File: src/rtl/hamlfsr_pkg.sv
package hamlfsr_pkg;

   localparam int DATA_ROWS = 4;
   localparam int PAR_ROWS  = 3;
   localparam int ROWS      = DATA_ROWS + PAR_ROWS;
   localparam int SYN_W     = 3;

   // word bits 0..3 are data rows, 4..6 are the parity rows
   function automatic logic [SYN_W-1:0] col_syndrome(input logic [ROWS-1:0] w);
      logic [SYN_W-1:0] s;
      s[0] = w[4] ^ w[0] ^ w[2] ^ w[3];
      s[1] = w[5] ^ w[0] ^ w[1] ^ w[2];
      s[2] = w[6] ^ w[1] ^ w[2] ^ w[3];
      return s;
   endfunction

   function automatic logic [ROWS-1:0] syndrome_mask(input logic [SYN_W-1:0] s);
      logic [ROWS-1:0] m;
      case (s)
         3'b011:  m = 7'b000_0001;
         3'b110:  m = 7'b000_0010;
         3'b111:  m = 7'b000_0100;
         3'b101:  m = 7'b000_1000;
         3'b001:  m = 7'b001_0000;
         3'b010:  m = 7'b010_0000;
         3'b100:  m = 7'b100_0000;
         default: m = '0;
      endcase
      return m;
   endfunction

endpackage

File: src/rtl/hamlfsr_col_dec.sv
module hamlfsr_col_dec
   import hamlfsr_pkg::*;
#(
   parameter bit ENABLE = 1'b1
)(
   input  logic [ROWS-1:0] word_i,
   output logic [ROWS-1:0] word_o,
   output logic            err_o
);

   logic [SYN_W-1:0] syn;

   assign syn   = col_syndrome(word_i);
   assign err_o = |syn;

   generate
      if (ENABLE) begin : g_fix
         assign word_o = word_i ^ syndrome_mask(syn);
      end else begin : g_pass
         assign word_o = word_i;
      end
   endgenerate

endmodule

File: src/rtl/hamlfsr_row_step.sv
module hamlfsr_row_step #(
   parameter int STAGES = 10,
   parameter int TAP    = 3
)(
   input  logic [STAGES-1:0] cur_i,
   output logic [STAGES-1:0] nxt_o
);

   generate
      if (STAGES < 3) begin : g_bad_len
         $error("hamlfsr_row_step: STAGES must be at least 3");
      end
      if (TAP < 1 || TAP >= STAGES) begin : g_bad_tap
         $error("hamlfsr_row_step: TAP must lie in 1..STAGES-1");
      end
   endgenerate

   // bit k-1 holds stage k
   assign nxt_o = {cur_i[STAGES-2:0], cur_i[TAP-1] ^ cur_i[STAGES-1]};

endmodule

File: src/rtl/hamlfsr_hit_mon.sv
module hamlfsr_hit_mon
   import hamlfsr_pkg::*;
#(
   parameter int STAGES = 10,
   localparam int NFF   = ROWS * STAGES
)(
   input  logic           clk,
   input  logic           rst_n,
   input  logic           reload,
   input  logic [NFF-1:0] flip,
   output logic           fail_o
);

   logic [STAGES-1:0] multi_hit;

   generate
      for (genvar c = 0; c < STAGES; c++) begin : g_col
         logic [ROWS-1:0] hits;
         for (genvar r = 0; r < ROWS; r++) begin : g_row
            assign hits[r] = flip[r*STAGES + c];
         end
         assign multi_hit[c] = ($countones(hits) > 1);
      end
   endgenerate

   always_ff @(posedge clk or negedge rst_n) begin
      if (!rst_n) fail_o <= 1'b0;
      else        fail_o <= !reload && (|multi_hit);
   end


   reload_mask_chk: assert property (@(posedge clk) disable iff (!rst_n)
      reload |=> !fail_o);

endmodule

File: src/rtl/hamlfsr_array.sv
module hamlfsr_array
   import hamlfsr_pkg::*;
#(
   parameter int STAGES      = 10,
   parameter int TAP         = 3,
   parameter bit FULL_DECODE = 1'b1,
   parameter int DEC_STAGE   = TAP,
   localparam int NFF        = ROWS * STAGES
)(
   input  logic                 clk,
   input  logic                 rst_n,
   input  logic                 reload,
   input  logic [NFF-1:0]       flip,
   output logic [DATA_ROWS-1:0] seq_bits,
   output logic                 fix_strobe,
   output logic                 fail_strobe
);

   generate
      if (DEC_STAGE < 1 || DEC_STAGE > STAGES) begin : g_bad_dec
         $error("hamlfsr_array: DEC_STAGE must lie in 1..STAGES");
      end
   endgenerate

   logic [ROWS-1:0][STAGES-1:0] st_q;
   logic [ROWS-1:0][STAGES-1:0] st_fix;
   logic [ROWS-1:0][STAGES-1:0] st_nxt;
   logic [STAGES-1:0]           col_err;

   generate
      for (genvar c = 0; c < STAGES; c++) begin : g_col
         logic [ROWS-1:0] w_in;
         logic [ROWS-1:0] w_out;
         for (genvar r = 0; r < ROWS; r++) begin : g_bit
            assign w_in[r]      = st_q[r][c];
            assign st_fix[r][c] = w_out[r];
         end
         hamlfsr_col_dec #(
            .ENABLE(FULL_DECODE || (c == DEC_STAGE-1))
         ) u_dec (
            .word_i(w_in),
            .word_o(w_out),
            .err_o (col_err[c])
         );
      end

      for (genvar r = 0; r < ROWS; r++) begin : g_row
         hamlfsr_row_step #(.STAGES(STAGES), .TAP(TAP)) u_step (
            .cur_i(st_fix[r]),
            .nxt_o(st_nxt[r])
         );
      end

      for (genvar r = 0; r < DATA_ROWS; r++) begin : g_out
         assign seq_bits[r] = st_fix[r][STAGES-1];
      end

      if (FULL_DECODE) begin : g_full
         assign fix_strobe = |col_err;
      end else begin : g_one
         assign fix_strobe = col_err[DEC_STAGE-1];
      end
   endgenerate

   always_ff @(posedge clk or negedge rst_n) begin
      if (!rst_n)      st_q <= '1;
      else if (reload) st_q <= '1;
      else             st_q <= st_nxt ^ flip;
   end

   hamlfsr_hit_mon #(.STAGES(STAGES)) u_mon (
      .clk   (clk),
      .rst_n (rst_n),
      .reload(reload),
      .flip  (flip),
      .fail_o(fail_strobe)
   );


   reload_ones_chk: assert property (@(posedge clk) disable iff (!rst_n)
      reload |=> (st_q == '1));


   codeword_keep_chk: assert property (@(posedge clk) disable iff (!rst_n)
      (!reload && flip == '0 && col_err == '0) |=> (col_err == '0));

   generate
      if (FULL_DECODE) begin : g_full_chk

         single_flagged_chk: assert property (@(posedge clk) disable iff (!rst_n)
            (!reload && $countones(flip) == 1 && col_err == '0) |=> fix_strobe);


         repair_clean_chk: assert property (@(posedge clk) disable iff (!rst_n)
            (!reload && flip == '0 && fix_strobe) |=> (col_err == '0));
      end
   endgenerate

endmodule

File: config.mk
export PLATFORM = sky130hd
export DESIGN_NAME = hamlfsr_array
export DESIGN_NICKNAME = d
export VERILOG_FILES = /design/src/rtl/hamlfsr_pkg.sv /design/src/rtl/hamlfsr_col_dec.sv /design/src/rtl/hamlfsr_row_step.sv /design/src/rtl/hamlfsr_hit_mon.sv /design/src/rtl/hamlfsr_array.sv
export SDC_FILE = /design/constraint.sdc
export NUM_CORES = 1
export LEC_CHECK = 0
export BUFFER_PORTS_ARGS = -buffer_cell sky130_fd_sc_hd__buf_2
export CORE_MARGIN = 2
export CORE_UTILIZATION = 56
export CTS_BUF_LIST = sky130_fd_sc_hd__clkbuf_8 sky130_fd_sc_hd__clkbuf_16
export DETAILED_ROUTE_END_ITERATION = 16
export GPL_ROUTABILITY_DRIVEN = 0
export PLACE_DENSITY = 0.85
export SYNTH_ARGS = -nofsm -noshare
export SYNTH_HDL_FRONTEND = slang
export SYNTH_SLANG_ARGS = --single-unit
File: constraint.sdc
create_clock -name clk -period 3.1 [get_ports clk]
set_input_delay 0.465 -clock clk [delete_from_list [all_inputs] [get_ports clk]]
set_output_delay 0.465 -clock clk [all_outputs]
set_load 0.02 [all_outputs]
==> results.ini, run 1 <==
[run_status]
outcome = completed

[routing]
drtIter0Drc = 399
via_per_inst = 5.73
drcViolationCount = 0
drtAntennaViolNets = 0
vias = 6912
drt-wirelength-per-cell_um = 16.8
firstDrtPassIters = 5
totalWireLength_mm = 20.3

[die]
die_h_um = 122
coreArea_um2 = 13800
initial_core_util_pct = 56.7
dieArea_um2 = 14900
floorplan.rows = 43
fp.dieW_um = 122
io_pins = 79

[yosys]
synth_edf_count = 0
synth_cells = 902
synth_cell_types = 64
ys_seq_elements = 71
syn-cell-area_um2 = 7810
synth_seq_area_share_pct = 23.9
synth_nets = 1055
synthFlopType = dfstp_2
avgSynthCellArea_um2 = 8.65
synth-async-reset-ratio_pct = 100
yosys_warnings = 0

[worst_setup_path]
crit_path_end = fix_strobe
startpoint = g_col[2].w_in[1]
critical_path_class = reg -> out
path_max_fanout = 8
worstPathArrival_ns = 2.63
reg2reg_slack_ns = 0.53
end_kind = output port
start_kind = flop
reg2reg_to = g_col[0].w_in[3]
r2r_cells = 7
reg2reg_from = g_col[9].w_in[2]
cp.required_ns = 2.63

[sta]
setup_viol = 0
hold_viol = 0
period_share_pct = 99.7
drv_slew = 0
max_freq_ghz = 0.324
fin_ws_ns = 0.00992
relSlewSlack_pct = 45.5
period_needed_ns = 3.09
worstMarginPinSlew_ns = 0.818
clock_skew_ns = 0.00962

[finish]
post_route_cells_drive_above_1_share_pct = 26.0
syn2layout_area_growth_pct = 18.4
fin_area_um2 = 9240
layout_common_cells = 102 x inv_1, 83 x xor2_1, 79 x xnor2_1
nets = 1173
layout_commonest_cell = inv_1
post-route-util_pct = 67.1

[power]
swShare_pct = 48.5
netSwitchingPower_mw = 5.35
p_int_mw = 5.68
combPwrFrac_pct = 68.4
power_frac_clock_pct = 11.0
pwr-share-seq_pct = 20.6
totalPowerFinal_mw = 11.0
power.density_nw_per_um2 = 1190
p_leak_nw = 4.16
ir_worst_vdd_mv = 0.830

[flow_run]
drv_cap = 0

[clock_tree]
clkTransAtPathRegs_ns = 0.06
holdBufCountCts = 0
worstSkewPairLatency_ns = 0.35
tritoncts = built
cts-htree-levels = 3
clk_path_buf_depth = 2
cts.sinks = 71
ctsRootBufferMaster = clkbuf_16
cts_made_buffers = 9

[global_route]
grt_max_degree = 38
antenna_found_initial = 1
gr-total-overflow = 0
grt.total_usage_pct = 26.8
grt_pass1_wl_mm = 31.1
grt_pass1_vias = 6681

[hold_path]
hold_path_class = in -> reg

[place]
placed_area_um2 = 8660
place_ws_ns = -0.269
hpwl_mm = 14.9
numPortBuffers = 78

logic make-up after synthesis:
group           after synthesis  synth area share (%)
fa+ha+maj                    80                  15.7
compound gates              170                  13.1
mux                          15                  2.10
simple gates                245                  16.0
xor+xnor                    186                  22.2
flops                        71                  23.9
buf+inv                     135                  7.05
stage by stage:
step	hold slack [ns]	TNS (ns)	instances
2_1_floorplan	0.169	0	902
3_3_place_gp	0.686	-0.188	1180
3_5_place_dp	0.702	-0.269	1180
4_1_cts	0.374	0	1196
5_1_grt	0.397	-0.150	1206
6_report	0.375	0	1206
worst min-delay path by stage:
stage / start / cells after the start / endpoint / slack, ns
after global placement: g_col[6].w_in[3] / 4 / g_col[7].w_in[3] / 0.69
after CTS: flip[13] / 3 / g_col[3].w_in[1] / 0.37
final: flip[13] / 3 / g_col[3].w_in[1] / 0.38
after global routing: flip[37] / 3 / g_col[7].w_in[3] / 0.40
after floorplan: rst_n / 0 / u_mon.fail_o / 0.17
after detailed placement: g_col[6].w_in[3] / 4 / g_col[7].w_in[3] / 0.70
registers in the layout (all words and copies together), names as in the netlist:
name          count
g_col.w_in       70
u_mon.fail_o      1
cell type report:
class	instances	area, µm²
Multi-Input combinational cell	696	5530
Fill cell	1039	4530
Sequential cell	71	1880
Timing Repair Buffer	139	873
Inverter	103	387
Clock buffer	9	225
Tap cell	180	225
Clock inverter	7	121
Antenna cell	1	2.50
critical path: stages (launching register included):
cell,delay [ns]
dfstp_4,0.69
xnor2_1,0.13
xnor2_2,0.29
nand2_1,0.11
a21oi_2,0.22
nand3_1,0.10
or4_1,0.55
buf_2,0.19
cells in the mapped netlist, types with 3 or more instances:
master | instances | share of area (%)
o21a_1 | 5 | 0.48
o21ai_0 | 64 | 4.1
a211oi_1 | 7 | 0.67
buf_2 | 11 | 0.71
a2111oi_0 | 6 | 0.67
and3_1 | 21 | 1.7
and3_2 | 3 | 0.29
buf_4 | 4 | 0.38
clkbuf_1 | 13 | 0.63
xnor2_2 | 3 | 0.63
ha_1 | 50 | 8.0
or3_1 | 4 | 0.32
a21o_1 | 7 | 0.67
xnor2_1 | 86 | 9.6
fa_1 | 30 | 7.7
a311oi_1 | 3 | 0.34
nor2_1 | 40 | 1.9
a31oi_1 | 5 | 0.40
o22ai_1 | 3 | 0.24
nor3_1 | 17 | 1.1
nand2_1 | 65 | 3.1
nand3b_1 | 3 | 0.29
nor4_1 | 6 | 0.48
a221oi_1 | 3 | 0.34
dfstp_2 | 70 | 24
nor2b_1 | 18 | 1.4
mux2i_1 | 13 | 1.7
nand2b_1 | 3 | 0.24
or4_1 | 4 | 0.38
nand3_1 | 38 | 2.4
a21oi_1 | 50 | 3.2
o31ai_1 | 4 | 0.38
xor2_1 | 91 | 10
inv_1 | 103 | 5.0
nand4_1 | 8 | 0.64
metal layers:
layer  GRT usage [%]  up-vias  routed length [µm]
met2            48.2      271               10500
met3            4.45       53                1240
met1            30.4     3330                7760
met4            13.8        0                 770
li1                -     3258                   -
met5               0        -                   0
power by group through the flow:
stage          registers (mW)  clock network, mW  logic, mW
2_1_floorplan            1.94                  0       5.45
3_3_place_gp             2.19                  0       6.62
3_5_place_dp             2.21                  0       6.87
4_1_cts                  2.23               1.22       6.98
5_1_grt                  2.32               1.26       8.21
6_report                 2.27               1.22       7.54
what timing repair did:
action | CTS | global route
pin swaps | 0 | 6
setup buffers | 0 | 9
resized for setup | 4 | 23
setup endpoints to repair | 1 | 2
(Power assumes the default switching activity.)
==> run 2, diff against run 1 <==
--- a/config.mk
+++ b/config.mk
@@ -11,7 +11,7 @@
 export CTS_BUF_LIST = sky130_fd_sc_hd__clkbuf_8 sky130_fd_sc_hd__clkbuf_16
 export DETAILED_ROUTE_END_ITERATION = 16
 export GPL_ROUTABILITY_DRIVEN = 0
-export PLACE_DENSITY = 0.85
+export PLACE_DENSITY = 0.76
 export SYNTH_ARGS = -nofsm -noshare
 export SYNTH_HDL_FRONTEND = slang
 export SYNTH_SLANG_ARGS = --single-unit
==> results.ini, run 2 (synthesis gave the netlist of run 1 again) <==
[sta]
period_needed_ns = 3.03  ; -0.0622 ns
worstMarginPinSlew_ns = 0.566  ; -0.252 ns
clock_skew_ns = 0.00653  ; -0.00309 ns
hold_viol = 0  ; unchanged
fin_ws_ns = 0.0721  ; +0.0622 ns
relSlewSlack_pct = 62.0  ; +16 points
drv_slew = 0  ; unchanged
setup_viol = 0  ; unchanged
period_share_pct = 97.7  ; -2.0 points
setup_tns_ns = 0  ; unchanged
max_freq_ghz = 0.330  ; +2.1%

[routing]
totalWireLength_mm = 18.8  ; -7.2%
firstDrtPassIters = 5  ; unchanged
vias = 6719  ; -2.8%
drtIter0Drc = 425  ; +6.5%
drcViolationCount = 0  ; unchanged
drtAntennaViolNets = 0  ; unchanged
drt-wirelength-per-cell_um = 15.5  ; -7.6%
via_per_inst = 5.55  ; -3.2%

[finish]
layout_commonest_cell = inv_1
syn2layout_area_growth_pct = 17.9
largest_reg_flops = 70  ; unchanged
nFillCells = 1154  ; +11%
seq_area_um2 = 1880  ; +0.20%
nets = 1178  ; +0.43%
layout_common_cells = 102 x inv_1, 89 x xor2_1, 83 x xnor2_1
multi_input_comb_area_um2 = 5470  ; -1.1%
post_route_cells_drive_above_1_share_pct = 25.3  ; -0.61 points

[clock_tree]
cts-htree-levels = 3  ; unchanged
clkTransAtPathRegs_ns = 0.06  ; about the same
tritoncts = built
holdBufCountCts = 0  ; unchanged
ctsRootBufferMaster = clkbuf_16
worstSkewPairLatency_ns = 0.35  ; about the same
cts_made_buffers = 9  ; unchanged
clk_path_buf_depth = 2  ; unchanged
cts.sinks = 71  ; unchanged

[worst_setup_path]
path_max_fanout = 19  ; +11
cp_cell_sequence = xor2_1 -> nand3_1 -> nand2_1 -> nand4_1 -> or4_1 -> buf_2
cp_slowest_cell = dfstp_4
critical_path_class = reg -> out
worstPathArrival_ns = 2.56  ; -0.07 ns
slowest_delay_ns = 0.73  ; +0.04 ns
cp.required_ns = 2.63  ; about the same
end_kind = output port
start_kind = flop

[global_route]
grt_pass1_vias = 6438  ; -3.6%
grt.total_usage_pct = 26.2  ; -0.64 points
antenna_found_initial = 1  ; unchanged
gr-total-overflow = 0  ; unchanged
grt_pass1_wl_mm = 30.5  ; -1.8%
grt_max_degree = 51  ; +34%

[die]
io_pins = 79  ; unchanged
coreArea_um2 = 13800  ; unchanged
die_h_um = 122  ; unchanged
fp.dieW_um = 122  ; unchanged
initial_core_util_pct = 56.7  ; unchanged
dieArea_um2 = 14900  ; unchanged
floorplan.rows = 43  ; unchanged

[place]
numPortBuffers = 78  ; unchanged
place_ws_ns = -0.230  ; +0.0391 ns
hpwl_mm = 14.2  ; -4.6%

[power]
power_frac_clock_pct = 10.7  ; -0.3 points
netSwitchingPower_mw = 5.18  ; -3.3%
power.density_nw_per_um2 = 1170  ; -2.4%
swShare_pct = 48.3  ; -0.22 points
ir_worst_vdd_mv = 0.488  ; -41%
p_leak_nw = 4.15  ; -0.29%
combPwrFrac_pct = 68.4  ; about the same
p_int_mw = 5.54  ; -2.4%
pwr-share-seq_pct = 20.9  ; +0.3 points

[run_status]
outcome = completed

[flow_run]
drv_cap = 0  ; unchanged

[hold_path]
hold_path_class = in -> async

## run 2: worst paths after layout
check / slack, ns / cells after the start / from / to
max in group asynchronous: 2.23 / 2 / rst_n / g_col[9].w_in[4]
hold / removal: 0.08 / 1 / rst_n / u_mon.fail_o
hold reg to reg: 0.70 / 4 / g_col[8].w_in[3] / g_col[9].w_in[3]
setup reg to reg: 0.59 / 7 / g_col[2].w_in[2] / g_col[3].w_in[3]
setup / recovery: 0.07 / 6 / g_col[2].w_in[5] / fix_strobe
min in group clk: 0.38 / 3 / flip[38] / g_col[8].w_in[3]
## run 2: area by class of cell
cell class	instances	share of cell area (%)
diodes	1	0.0272
clock buffers	9	2.45
clock inverters	7	1.12
inverters	103	4.20
multi-input cells	696	59.4
flip-flops and latches	71	20.5
well taps	180	2.45
repair buffers	144	9.85
## run 2: stage by stage
step,cells,power (mW),hold WS [ns],utilization [%],instance area [µm²]
2_1_floorplan,902,7.39,0.169,-,7810
3_3_place_gp,1179,8.86,0.448,62.7,8640
3_5_place_dp,1179,9.01,0.443,62.7,8640
4_1_cts,1195,10.3,0.0846,65.1,8970
5_1_grt,1211,11.6,0.110,66.8,9200
6_report,1211,10.7,0.0820,66.8,9200
## run 2: power groups by stage
stage | Sequential, mW | Clock [mW] | Combinational (mW)
after floorplan | 1.94 | 0 | 5.45
after global placement | 2.24 | 0 | 6.62
after detailed placement | 2.25 | 0 | 6.76
after CTS | 2.26 | 1.16 | 6.87
after global routing | 2.31 | 1.20 | 8.08
final | 2.24 | 1.15 | 7.33
## run 2: worst max-delay path, delay by kind of cell, from the launching register on
family                 cells  cell delay (ns)
AND/OR/NAND/NOR            4             0.94
flip-flops                 1             0.73
XOR/XNOR                   1             0.34
buffers and inverters      1             0.18
## run 2: per-layer routing
metal / track usage [%] / vias up / share of wire, %
li1: - / 3270 / -
met1: 32.1 / 3196 / 40
met2: 45.4 / 212 / 50
met3: 4.59 / 41 / 6.4
met4: 10.7 / 0 / 3.2
met5: 0 / - / 0
## run 2: what timing repair did
action | in CTS | in global routing
resized for setup | 2 | 18
pin swaps | 0 | 9
endpoints found under the setup margin | 1 | 2
setup buffers | 0 | 15
==> run 3, diff against run 2 <==
--- a/config.mk
+++ b/config.mk
@@ -7,11 +7,11 @@
 export LEC_CHECK = 0
 export BUFFER_PORTS_ARGS = -buffer_cell sky130_fd_sc_hd__buf_2
 export CORE_MARGIN = 2
-export CORE_UTILIZATION = 56
+export CORE_UTILIZATION = 55
 export CTS_BUF_LIST = sky130_fd_sc_hd__clkbuf_8 sky130_fd_sc_hd__clkbuf_16
 export DETAILED_ROUTE_END_ITERATION = 16
 export GPL_ROUTABILITY_DRIVEN = 0
-export PLACE_DENSITY = 0.76
+export PLACE_DENSITY = 0.78
 export SYNTH_ARGS = -nofsm -noshare
 export SYNTH_HDL_FRONTEND = slang
 export SYNTH_SLANG_ARGS = --single-unit
==> constraint.sdc (replaced) <==
create_clock -name clk -period 2.5 [get_ports clk]
set_input_delay 0.375 -clock clk [delete_from_list [all_inputs] [get_ports clk]]
set_output_delay 0.375 -clock clk [all_outputs]
set_load 0.02 [all_outputs]
==> results.ini, run 3 (synthesis gave the netlist of run 1 again) <==
[sta]
rsz0062_at_grt = true
fin_ws_ns = -0.395  ; -0.468 ns
setup_viol = 6  ; +6
hold_viol = 0  ; unchanged
drv_slew = 0  ; unchanged
worstMarginPinSlew_ns = 0.594  ; +0.0284 ns
hold_slack_ns = 0.0348  ; -0.0472 ns
period_share_pct = 116
max_freq_ghz = 0.345
clock_skew_ns = 0.00735  ; +0.000826 ns
period_needed_ns = 2.90
setup_tns_ns = -0.817  ; -0.817 ns
relSlewSlack_pct = 60.3  ; -1.7 points

[finish]
layout_commonest_cell = buf_4
post-route-util_pct = 73.6  ; +6.8 points
syn2layout_area_growth_pct = 30.8
antenna_cells = 0  ; -1
layout_common_cells = 149 x buf_4, 98 x inv_1, 88 x xor2_1
largest_reg_flops = 70  ; unchanged
fin_area_um2 = 10200  ; +11%
nets = 1271  ; +7.9%
post_route_cells_drive_above_1_share_pct = 34.7  ; +9.3 points

[worst_setup_path]
crit_family = simple AND/OR/NAND/NOR gates
start_kind = flop
critical_path_class = reg -> out
slowest_delay_ns = 0.56  ; -0.17 ns
worstPathArrival_ns = 2.52  ; -0.04 ns
end_kind = output port
cp_slowest_cell = dfstp_2
cp.required_ns = 2.12  ; -0.51 ns
path_max_fanout = 2  ; -17
cp_cell_sequence = xor2_1 -> xnor2_1 -> xnor2_1 -> nor4_2 -> nand2_1 -> or4_4 -> buf_6
cp_num_buf_inv = 1  ; unchanged
cpMostUsedCell = xnor2_1

[global_route]
grt.total_usage_pct = 27.7  ; +1.6 points
gr-total-overflow = 0  ; unchanged
grt_pass1_wl_mm = 33.0  ; +8.3%
grt_pass1_vias = 6947  ; +7.9%
antenna_found_initial = 0  ; -1
grt_max_degree = 40  ; -22%

[power]
ir_worst_vdd_mv = 0.809  ; +66%
totalPowerFinal_mw = 15.0  ; +39%
power_frac_clock_pct = 9.6  ; -1.1 points
netSwitchingPower_mw = 6.92  ; +34%
combPwrFrac_pct = 73.1  ; +4.7 points
p_leak_nw = 4.66  ; +12%
pwr-share-seq_pct = 17.3  ; -3.6 points
swShare_pct = 46.3  ; -2.0 points
power.density_nw_per_um2 = 1460  ; +26%
p_int_mw = 8.04  ; +45%

[die]
floorplan.rows = 43  ; unchanged
fp.dieW_um = 123  ; +0.88%
coreArea_um2 = 13900  ; +0.78%
die_h_um = 123  ; +0.88%
io_pins = 79  ; unchanged
initial_core_util_pct = 56.2  ; -0.44 points
dieArea_um2 = 15200  ; +1.8%

[routing]
vias = 7182  ; +6.9%
drt-wirelength-per-cell_um = 16.1  ; +3.4%
drtIter0Drc = 364  ; -14%
via_per_inst = 5.52  ; -0.58%
drcViolationCount = 0  ; unchanged
firstDrtPassIters = 5  ; unchanged
drtAntennaViolNets = 0  ; unchanged
totalWireLength_mm = 20.9  ; +11%

[place]
hpwl_mm = 15.2  ; +7.3%
placed_area_um2 = 9310  ; +7.8%
numPortBuffers = 78  ; unchanged

[clock_tree]
cts.sinks = 71  ; unchanged
cts_made_buffers = 9  ; unchanged
clkTransAtPathRegs_ns = 0.06  ; about the same
ctsRootBufferMaster = clkbuf_16
clk_path_buf_depth = 2  ; unchanged
tritoncts = built
cts-htree-levels = 3  ; unchanged
worstSkewPairLatency_ns = 0.34  ; about the same

[hold_path]
hold_path_class = in -> async

[flow_run]
drv_cap = 0  ; unchanged

[run_status]
violations = negative setup slack
outcome = finished with violations

run 3: cell count changes in the layout (fill, tap and decap cells not counted), moves of 4 or more:
cell and change:
buf_4 +86, buf_6 +13, ha_1 -11, buf_2 -8, ha_4 +6, dfstp_2 +5, dfstp_4 -5, ha_2 +5
inv_1 -4, inv_2 +4
run 3: power groups by stage:
stage	Clock, mW	Combinational (mW)	Sequential (mW)
3_5_place_dp	0	9.39	2.58
4_1_cts	1.44	10.1	2.57
6_report	1.44	10.9	2.58
3_3_place_gp	0	9.14	2.56
5_1_grt	1.50	11.9	2.66
2_1_floorplan	0	6.76	2.41
run 3: layout make-up:
class	instances	area, µm²
clock buffers	12	267
clock inverters	3	65.1
fillers	970	3670
inverters	103	390
multi-input cells	697	5710
flip-flops and latches	71	1860
well taps	180	225
repair buffers	236	1690
run 3: worst paths after layout:
check / startpoint / to / slack [ns] / cells past startpoint
min: rst_n / u_mon.fail_o / 0.03 / 1
min in group clk: reload / u_mon.fail_o / 0.35 / 2
max reg2reg: g_col[9].w_in[6] / g_col[0].w_in[5] / 0 / 9
max: g_col[5].w_in[6] / fix_strobe / -0.40 / 7
min reg2reg: g_col[7].w_in[3] / g_col[8].w_in[3] / 0.70 / 4
max in group asynchronous: rst_n / g_col[6].w_in[1] / 1.82 / 2
run 3: worst reg2reg max path: cells and delay by family, from the launching register on:
kind | cells | cell delay, ns
flip-flops | 1 | 0.58
AO/OA/AOI/OAI | 2 | 0.26
multiplexers | 1 | 0.35
AND/OR/NAND/NOR | 1 | 0.50
XOR/XNOR | 2 | 0.38
buffers and inverters | 3 | 0.36
run 3: repair_timing:
item,CTS,global route
resized for setup,34,43
hold buffers,0,0
cloned,1,0
pin swaps,17,19
buffers inserted,17,13
setup endpoints to repair,6,9
run 3: per-stage QoR:
stage / instances / setup WS, ns
6_report: 1302 / -0.395
5_1_grt: 1302 / -0.513
4_1_cts: 1293 / -0.358
3_5_place_dp: 1260 / -0.646
3_3_place_gp: 1260 / -0.601
2_1_floorplan: 902 / -0.322
run 3: routing by layer:
metal	GRT usage, %	part of all wire, %
met4	10.1	3.0
met5	0	0
met3	4.11	4.9
met1	34.3	40
met2	48.9	52
